## config.mk

```make
export PLATFORM = sky130hd
export DESIGN_NAME = cas_id_unit
export DESIGN_NICKNAME = d
export VERILOG_FILES = /design/src/rtl/cas_pkg.sv /design/src/rtl/cas_ack_tracker.sv /design/src/rtl/cas_master_drv.sv /design/src/rtl/cas_slave_cmp.sv /design/src/rtl/cas_id_unit.sv
export SDC_FILE = /design/constraint.sdc
export NUM_CORES = 1
export LEC_CHECK = 0
export ABC_AREA = 1
export BUFFER_PORTS_ARGS = -buffer_cell sky130_fd_sc_hd__buf_4
export CAP_MARGIN = 20
export CORE_MARGIN = 5
export CORE_UTILIZATION = 42
export DETAILED_ROUTE_END_ITERATION = 8
export PLACE_DENSITY = 0.81
export SYNTH_ARGS = -nofsm -noshare
export SYNTH_HDL_FRONTEND = slang
export SYNTH_SLANG_ARGS = --single-unit
```

## constraint.sdc

```tcl
create_clock -name clk -period 0.95 [get_ports clk]
set_clock_uncertainty 0.05 [all_clocks]
set_input_delay 0 -clock clk [delete_from_list [all_inputs] [get_ports clk]]
set_output_delay 0 -clock clk [all_outputs]
set_load 0.01 [all_outputs]
```

## src/rtl/cas_pkg.sv

```systemverilog
// Package: shared widths and constants for the cascade identity unit.
// Assumes a power-of-two level count derived from the identity width.
package cas_pkg;
    localparam int ID_W       = 3;
    localparam int LEVELS     = 1 << ID_W;
    localparam int MAX_PULSES = 3;
    localparam int MIN_PULSES = 2;
    localparam int CNT_W      = $clog2(MAX_PULSES + 1);

    typedef logic [ID_W-1:0] cas_id_t;

    // Level used when an acknowledge finds no pending request
    localparam cas_id_t SPURIOUS_LVL = cas_id_t'(LEVELS - 1);
endpackage

```

## src/rtl/cas_ack_tracker.sv

```systemverilog
// Module: follows the acknowledge pulse stream and frames one sequence.
// Produces single-cycle start, first-pulse-end and done strobes.
// Assumes ack is already synchronous to clk.
module cas_ack_tracker
    import cas_pkg::*;
#(
    parameter int LONG_LEN  = MAX_PULSES,
    parameter int SHORT_LEN = MIN_PULSES,
    localparam int CW       = $clog2(LONG_LEN + 1)
) (
    input  logic clk,
    input  logic rst_n,
    input  logic ack,
    input  logic long_seq,
    output logic seq_start,
    output logic first_end,
    output logic seq_done,
    output logic active
);
    logic          ack_q;
    logic          active_q;
    logic [CW-1:0] cnt_q;
    logic [CW-1:0] last_q;
    logic          rise;
    logic          fall;

    // Edge detection and sequence strobes
    always_comb begin
        rise      = ack & ~ack_q;
        fall      = ~ack & ack_q;
        seq_start = rise & ~active_q;
        first_end = fall & active_q & (cnt_q == CW'(1));
        seq_done  = fall & active_q & (cnt_q == last_q);
    end

    // Pulse counter and sequence-active state
    always_ff @(posedge clk) begin
        if (!rst_n) begin
            ack_q    <= 1'b0;
            active_q <= 1'b0;
            cnt_q    <= '0;
            last_q   <= '0;
        end else begin
            ack_q <= ack;
            if (seq_start) begin
                active_q <= 1'b1;
                cnt_q    <= CW'(1);
                last_q   <= long_seq ? CW'(LONG_LEN) : CW'(SHORT_LEN);
            end else if (seq_done) begin
                active_q <= 1'b0;
                cnt_q    <= '0;
            end else if (active_q && rise && cnt_q != last_q) begin
                cnt_q <= cnt_q + CW'(1);
            end
        end
    end

    assign active = active_q;

    AST_CNT_BOUND: assert property (@(posedge clk) disable iff (!rst_n)
        active_q |-> (cnt_q != '0 && cnt_q <= last_q));

    AST_DONE_ENDS_SEQ: assert property (@(posedge clk) disable iff (!rst_n)
        seq_done |=> !active_q);
endmodule

```

## src/rtl/cas_master_drv.sv

```systemverilog
// Module: master-side cascade driver. At sequence start it picks the
// level (level 7 if no request is pending) and drives it on the cascade
// lines when a subordinate is attached; otherwise it claims the vector.
// Assumes seq_start and seq_done are single-cycle strobes.
module cas_master_drv
    import cas_pkg::*;
(
    input  logic              clk,
    input  logic              rst_n,
    input  logic              seq_start,
    input  logic              seq_done,
    input  logic              is_master,
    input  logic              req_valid,
    input  cas_id_t           win_level,
    input  logic [LEVELS-1:0] slave_mask,
    output cas_id_t           cas_out,
    output logic              cas_oe,
    output logic              own_vec
);
    cas_id_t lvl;
    logic    attached;

    // Level selection, with spurious acknowledges mapped to level 7
    always_comb begin
        lvl      = req_valid ? win_level : SPURIOUS_LVL;
        attached = slave_mask[lvl];
    end

    // Drive registers, loaded at start and cleared at done
    always_ff @(posedge clk) begin
        if (!rst_n) begin
            cas_out <= '0;
            cas_oe  <= 1'b0;
            own_vec <= 1'b0;
        end else if (seq_start) begin
            cas_oe  <= is_master;
            cas_out <= (is_master && attached) ? lvl : '0;
            own_vec <= is_master && !attached;
        end else if (seq_done) begin
            cas_out <= '0;
            cas_oe  <= 1'b0;
            own_vec <= 1'b0;
        end
    end

    AST_OUT_STABLE: assert property (@(posedge clk) disable iff (!rst_n)
        (cas_oe && !seq_done && !seq_start) |=> $stable(cas_out));

    AST_QUIET_WHEN_OFF: assert property (@(posedge clk) disable iff (!rst_n)
        !cas_oe |-> (cas_out == '0 && !own_vec));
endmodule

```

## src/rtl/cas_slave_cmp.sv

```systemverilog
// Module: subordinate-side identity comparator. Latches the match of the
// cascade lines against its own identity when the first pulse ends and
// holds it until the sequence ends.
// Assumes the master has settled the cascade lines by then.
module cas_slave_cmp
    import cas_pkg::*;
(
    input  logic    clk,
    input  logic    rst_n,
    input  logic    first_end,
    input  logic    seq_done,
    input  logic    slave_mode,
    input  cas_id_t cas_in,
    input  cas_id_t own_id,
    output logic    match_vec
);
    // Latch the identity match once per sequence
    always_ff @(posedge clk) begin
        if (!rst_n) begin
            match_vec <= 1'b0;
        end else if (seq_done) begin
            match_vec <= 1'b0;
        end else if (first_end) begin
            match_vec <= slave_mode && (cas_in == own_id);
        end
    end

    AST_MATCH_HOLDS: assert property (@(posedge clk) disable iff (!rst_n)
        (match_vec && !seq_done) |=> match_vec);
endmodule

```

## src/rtl/cas_id_unit.sv

```systemverilog
// Module: top of the cascade identity buffer and comparator. Holds the
// mode sampled at sequence start and joins the tracker, master driver
// and subordinate comparator. Reset selects subordinate mode.
module cas_id_unit
    import cas_pkg::*;
(
    input  logic              clk,
    input  logic              rst_n,
    input  logic              is_master,
    input  logic [ID_W-1:0]   own_id,
    input  logic              req_valid,
    input  logic [ID_W-1:0]   win_level,
    input  logic [LEVELS-1:0] slave_mask,
    input  logic              long_seq,
    input  logic              ack,
    input  logic [ID_W-1:0]   cas_in,
    output logic [ID_W-1:0]   cas_out,
    output logic              cas_oe,
    output logic              vec_en
);
    logic seq_start;
    logic first_end;
    logic seq_done;
    logic active;
    logic mode_q;
    logic own_vec;
    logic match_vec;

    cas_ack_tracker u_trk (
        .clk       (clk),
        .rst_n     (rst_n),
        .ack       (ack),
        .long_seq  (long_seq),
        .seq_start (seq_start),
        .first_end (first_end),
        .seq_done  (seq_done),
        .active    (active)
    );

    // Mode register, sampled only when a sequence starts
    always_ff @(posedge clk) begin
        if (!rst_n) mode_q <= 1'b0;
        else if (seq_start) mode_q <= is_master;
    end

    cas_master_drv u_mst (
        .clk        (clk),
        .rst_n      (rst_n),
        .seq_start  (seq_start),
        .seq_done   (seq_done),
        .is_master  (is_master),
        .req_valid  (req_valid),
        .win_level  (win_level),
        .slave_mask (slave_mask),
        .cas_out    (cas_out),
        .cas_oe     (cas_oe),
        .own_vec    (own_vec)
    );

    cas_slave_cmp u_slv (
        .clk        (clk),
        .rst_n      (rst_n),
        .first_end  (first_end),
        .seq_done   (seq_done),
        .slave_mode (!mode_q),
        .cas_in     (cas_in),
        .own_id     (own_id),
        .match_vec  (match_vec)
    );

    // Either side may claim the vector
    assign vec_en = own_vec | match_vec;

    AST_OE_IN_SEQ: assert property (@(posedge clk) disable iff (!rst_n)
        cas_oe |-> (active && mode_q));

    AST_DONE_CLEARS: assert property (@(posedge clk) disable iff (!rst_n)
        seq_done |=> (!cas_oe && !vec_en));

    AST_ONE_VEC_SRC: assert property (@(posedge clk) disable iff (!rst_n)
        !(own_vec && match_vec));

    AST_NO_VEC_IDLE: assert property (@(posedge clk) disable iff (!rst_n)
        !active |-> !vec_en);
endmodule

```

==> results.py, run 1 <==
metrics = {
    "setup_path": {
        "crit_chain": "nand2_1 > nor2_2 > nand3_2 > nand2_2 > inv_4 > nand2_1 > a21oi_1",
        "cp_max_fo": 5,
        "crit_top_cell": "nand2_1",
        "cp_slowest_stage_delay_ns": 0.36,
        "end_kind": "register",
        "critPathLaunchType": "register",
        "setup.worst_path.class": "reg2reg",
        "crit_slowest_cell": "dfxtp_2",
        "cp.required_ns": 1.07,
        "critical-path-top-delay-family": "simple AND/OR/NAND/NOR gates",
        "critPathBufInv": 1,
        "critPathArrivalTime_ns": 1.24,
    },
    "pwr": {
        "seqPwrFrac_pct": 46.3,
        "p_sw_uw": 408,
        "p_leak_nw": 0.545,
        "peakVddDrop_mv": 0.957,
        "p_int_uw": 936,
        "comb_power_share_pct": 27.5,
        "powerDensity_mw_per_mm2": 1200,
        "swShare_pct": 30.4,
        "finalPower_mw": 1.34,
        "clkPwrFrac_pct": 26.2,
    },
    "placement": {
        "io_buffers": 27,
        "place_area_um2": 970,
        "place_inst": 150,
        "gp_congestion": 0.820,
        "hpwl_mm": 1.42,
        "place_ws_ns": -0.132,
    },
    "synthesis": {
        "synth.ff_latch_count": 13,
        "synthTopCellsByArea": "dfxtp_1, nand2_1, nand3_1",
        "synth_top_area_share_pct": 36.4,
        "avgSynthCellArea_um2": 6.87,
        "yosysSeqAreaShare_pct": 36.4,
        "synth_fp_nets": 128,
        "synth_area_um2": 714,
        "ys_warn_count": 0,
        "synthCells": 104,
        "synth_cell_type_count": 19,
        "synth_top_cell_by_area": "dfxtp_1",
    },
    "drt": {
        "drt-total-wl_mm": 1.84,
        "drt-pass1-iter-count": 4,
        "drtIter0Drc": 15,
        "wire_per_inst_um": 11.6,
        "viasPerCell": 4.94,
        "antenna_left": 0,
        "drc_errors": 0,
        "num_vias": 781,
    },
    "timing": {
        "min_period_ns": 1.12,
        "rsz0062_at_grt": "yes",
        "hold_viol": 0,
        "max_slew_margin_pct": 81.8,
        "fin_tns_setup_ns": -1.50,
        "setup_viol": 11,
        "max_freq_ghz": 0.892,
        "worst_pin_slew_ns": 0.273,
        "drv_slew": 0,
        "setup_slack_ns": -0.171,
        "finalCritPeriodShare_pct": 118,
    },
    "hold_path": {
        "hold_class": "in2reg",
    },
    "cts": {
        "ctsHtreeMaxLevel": 1,
        "tritoncts": "yes",
        "clk_latency_ns": 0.28,
        "clockBufferDepth": 2,
        "clkSlewWorstSetupHoldPaths_ns": 0.08,
        "cts_buffers": 3,
        "cts.sinks": 13,
        "cts_root_buf": "clkbuf_4",
    },
    "floorplanning": {
        "die-area_mm2": 0.00263,
        "die_height_um": 51.2,
        "start_util_pct": 42.8,
        "rows": 15,
        "die_w_um": 51.2,
        "io_pins": 28,
        "core_mm2": 0.00167,
    },
    "flow_run": {
        "cap_viol_max_count": 0,
    },
    "layout": {
        "multi_input_comb_area_um2": 465,
        "layout_commonest_cell": "buf_4",
        "areaGrowthSynthToFinish_pct": 56.2,
        "diodes": 0,
        "regArea_um2": 273,
        "nets": 166,
        "layout.cells.non_filler": 158,
        "final_cell_mix": "buf_4, nand2_1, inv_1, nand3_1, dfxtp_2",
        "finalInstanceArea_mm2": 0.00112,
        "drive_gt1_share_pct": 48.9,
        "fillers": 150,
    },
    "global_routing": {
        "grt_usage_pct": 14.5,
        "grt_pass1_wl_mm": 2.95,
        "grt_overflow": 0,
        "grt_pass1_vias": 768,
        "antenna_found_initial": 0,
        "grt_max_degree": 9,
    },
    "status": {
        "violations": "negative setup slack",
        "status": "finished with violations",
    },
}
## registers in the layout, summed over array words and instances, names as in the netlist
register,count
u_slv.match_vec,1
u_mst.cas_oe,1
mode_q,1
u_mst.cas_out,3
u_trk.active,1
u_trk.last_q,2
u_trk.ack_q,1
u_mst.own_vec,1
u_trk.cnt_q,2
## cells in the mapped netlist, drive strengths merged
library cell and number:
inv 17, ha 1, nor4 1, nand2 28, xor2 1, or2 2
xnor2 3, o21ai 2, o21a 1, nor2 10, dfxtp 13, a21oi 8
nand3 17
## metal layers
| layer | global-route usage, % | vias to the layer above | wire (um) |
|---|---|---|---|
| met1 | 15.2 | 352 | 700 |
| met5 | 0 | - | 0 |
| met3 | 4.66 | 2 | 100 |
| li1 | - | 403 | - |
| met2 | 27.9 | 24 | 1030 |
| met4 | 2.62 | 0 | 4 |
## stage by stage
stage	hold slack, ns	util, %
after CTS	0.0644	62.9
after floorplan	0.0434	-
after global placement	0.149	58.1
after detailed placement	0.163	58.1
final	0.0667	66.8
after global routing	0.0823	66.8
## final timing paths
check / startpoint / endpoint / slack, ns / cells after the start
worst max-delay path: u_trk.ack_q / u_mst.cas_out[2] / -0.17 / 7
worst min-delay path: cas_in[0] / u_slv.match_vec / 0.07 / 6
worst max register to register: u_trk.ack_q / u_mst.cas_out[2] / -0.17 / 7
worst min register to register: u_mst.own_vec / u_mst.own_vec / 0.42 / 2
## power by group through the flow
stage | clock, mW | combinational [mW] | sequential, mW
floorplan | 0 | 0.173 | 0.619
global placement | 0 | 0.299 | 0.619
detailed placement | 0 | 0.307 | 0.622
CTS | 0.360 | 0.329 | 0.612
global route | 0.390 | 0.406 | 0.626
finish | 0.352 | 0.370 | 0.623
## final cells by class
cell class | count | share of cell area (%)
Multi-Input combinational cell | 74 | 41.7
Inverter | 17 | 5.94
Clock buffer | 3 | 2.02
Tap cell | 17 | 1.91
Sequential cell | 13 | 24.4
Clock inverter | 1 | 0.448
Timing Repair Buffer | 33 | 23.5
## logic make-up (layout without fill, tap and decap cells)
logic type                 after synthesis  in the layout  synth area share [%]
buffers and inverters                   17             54                  8.93
adders and majority gates                1              1                  1.75
xor gates and xnor gates                 4              4                  4.90
AOI/OAI and AO/OA                       11             11                  8.06
DFF                                     13             13                  36.4
and+or+nand+nor                         58             58                  39.9
## tightest hold or removal path, delay by kind of cell
family / cells / cell delay (ns)
AND/OR/NAND/NOR: 5 / 0.28
buffers and inverters: 1 / 0.08
## repair_timing
action                                  4_1_cts  5_1_grt
setup buffers                                 0        1
endpoints found under the setup margin       13       13
hold buffers                                  3        0
gates resized for setup                       8       18
pin swaps                                     3        9
hold endpoints to repair                      5        0
(Power assumes the default switching activity.)
==> inputs of run 2 (changes only) <==
--- a/constraint.sdc
+++ b/constraint.sdc
@@ -4,2 +4,2 @@
 set_output_delay 0 -clock clk [all_outputs]
-set_load 0.01 [all_outputs]
+set_load 0.005 [all_outputs]
==> results.py, run 2 (synthesized netlist as in run 1, its figures left out) <==
metrics = {
    "pwr": {
        "comb_power_share_pct": 27.2,
        "p_leak_nw": 0.545,
        "swShare_pct": 29.3,
        "p_int_uw": 938,
        "seqPwrFrac_pct": 46.3,
        "clkPwrFrac_pct": 26.5,
        "p_sw_uw": 389,
        "peakVddDrop_mv": 0.486,
        "powerDensity_mw_per_mm2": 1190,
    },
    "cts": {
        "tritoncts": "yes",
        "cts_root_buf": "clkbuf_4",
        "ctsHtreeMaxLevel": 1,
        "cts_buffers": 3,
        "clkSlewWorstSetupHoldPaths_ns": 0.08,
        "clk_latency_ns": 0.28,
        "clockBufferDepth": 2,
        "cts.sinks": 13,
    },
    "placement": {
        "hpwl_mm": 1.44,
        "gp_congestion": 0.810,
        "place_inst": 151,
        "io_buffers": 27,
        "place_ws_ns": -0.128,
    },
    "setup_path": {
        "crit_cells": 7,
        "r2r_slack_ns": -0.15,
        "cp.required_ns": 1.07,
        "crit_top_cell": "nand2_2",
        "reg2reg_depth": 7,
        "crit_end": "u_mst.own_vec",
        "end_kind": "register",
        "critical-path-top-delay-family": "simple AND/OR/NAND/NOR gates",
        "crit_slowest_cell": "dfxtp_2",
        "critPathBufInv": 1,
        "critPathLaunchType": "register",
        "crit_chain": "nand2_2 > nor2_4 > nand3_2 > nand2_2 > inv_2 > nand2_1 > a21oi_1",
        "rr_startpoint": "u_trk.ack_q",
        "startpoint": "u_trk.ack_q",
        "cp_max_fo": 5,
        "setup.worst_path.class": "reg2reg",
        "cp_slowest_stage_delay_ns": 0.36,
        "reg2reg_to": "u_mst.own_vec",
        "critPathArrivalTime_ns": 1.22,
    },
    "timing": {
        "setup_viol": 11,
        "hold_viol": 0,
        "whs_ns": 0.0655,
        "finalCritPeriodShare_pct": 116,
        "worst_pin_slew_ns": 0.257,
        "drv_slew": 0,
        "max_slew_margin_pct": 82.7,
        "min_period_ns": 1.10,
        "rsz0062_at_grt": "yes",
        "max_freq_ghz": 0.908,
        "setup_slack_ns": -0.152,
    },
    "layout": {
        "reg_top3": "u_mst.cas_out (3), u_trk.cnt_q (2), u_trk.last_q (2)",
        "final_cell_mix": "buf_4, nand2_1, nand3_1",
        "fillers": 156,
        "largest_reg_flops": 3,
        "areaGrowthSynthToFinish_pct": 55.5,
        "layout_commonest_cell": "buf_4",
        "drive_gt1_share_pct": 48.3,
        "regMostFlops": "u_mst.cas_out",
        "layout.cells.non_filler": 160,
        "nets": 168,
        "diodes": 0,
    },
    "status": {
        "violations": "negative setup slack",
        "status": "finished with violations",
    },
    "drt": {
        "drt-pass1-iter-count": 4,
        "drc_errors": 0,
        "wire_per_inst_um": 11.7,
        "num_vias": 767,
        "viasPerCell": 4.79,
        "drt-total-wl_mm": 1.88,
        "antenna_left": 0,
        "drtIter0Drc": 6,
    },
    "global_routing": {
        "grt_pass1_vias": 765,
        "grt_usage_pct": 16.0,
        "grt_overflow": 0,
        "grt_max_degree": 8,
        "antenna_found_initial": 0,
        "grt_pass1_wl_mm": 3.08,
    },
    "floorplanning": {
        "start_util_pct": 42.8,
        "die_w_um": 51.2,
        "io_pins": 28,
        "core_mm2": 0.00167,
        "die_height_um": 51.2,
        "die-area_mm2": 0.00263,
        "rows": 15,
    },
    "flow_run": {
        "cap_viol_max_count": 0,
    },
    "hold_path": {
        "hold_class": "in2reg",
    },
}
==> run 2: cell types whose count changed in the layout (fill, tap and decap cells not counted), moves of 2 or more <==
cell / previous run / this run
a21oi_1: 5 / 7
a21oi_2: 3 / 1
buf_4: 28 / 30
inv_1: 13 / 11
inv_2: 3 / 6
==> run 2: worst min-delay path by stage <==
stage / end / start / depth (start not counted)
5_1_grt: u_mst.cas_out[0] / req_valid / 4
4_1_cts: u_mst.cas_out[0] / req_valid / 4
2_1_floorplan: u_trk.ack_q / ack / 2
3_3_place_gp: u_trk.ack_q / ack / 3
6_report: u_mst.cas_out[0] / req_valid / 4
3_5_place_dp: u_trk.ack_q / ack / 3
==> run 2: metal layers <==
metal | track usage [%] | share of wire (%)
met4 | 10.5 | 2.9
met3 | 2.92 | 3.1
met1 | 15.0 | 37
met2 | 30.9 | 57
met5 | 0 | 0
==> run 2: timing repair <==
action	4_1_cts	5_1_grt
resized for setup	11	11
buffers inserted	1	1
endpoints found under the setup margin	13	13
pin swaps	4	7
hold buffers	3	0
hold endpoints to repair	5	0
==> run 2: per-stage QoR <==
stage / area, um2 / setup TNS [ns] / power (mW) / util (%)
4_1_cts: 1070 / -0.900 / 1.31 / 64.2
3_5_place_dp: 986 / -1.10 / 0.937 / 59.0
5_1_grt: 1110 / -2.12 / 1.41 / 66.5
2_1_floorplan: 739 / -0.175 / 0.792 / -
6_report: 1110 / -1.28 / 1.33 / 66.5
3_3_place_gp: 986 / -1.09 / 0.926 / 59.0
==> run 2: power groups by stage <==
stage	Combinational (mW)	Clock, mW	Sequential (mW)
global route	0.398	0.390	0.619
detailed placement	0.314	0	0.622
finish	0.361	0.351	0.615
floorplan	0.175	0	0.618
global placement	0.304	0	0.622
CTS	0.338	0.360	0.613
==> run 2: area by class of cell <==
| class | count | area, um2 | share of cell area, % |
|---|---|---|---|
| multi-input cells | 74 | 453 | 40.8 |
| repair buffers | 35 | 278 | 25.0 |
| flip-flops and latches | 13 | 269 | 24.2 |
| inverters | 17 | 63.8 | 5.74 |
| clock buffers | 4 | 26.3 | 2.36 |
| well taps | 17 | 21.3 | 1.91 |
==> run 2: tightest hold or removal path, stage by stage <==
cell and delay [ns]:
buf_4 0.12, nand2_1 0.09, nand3_1 0.09, a21oi_1 0.05
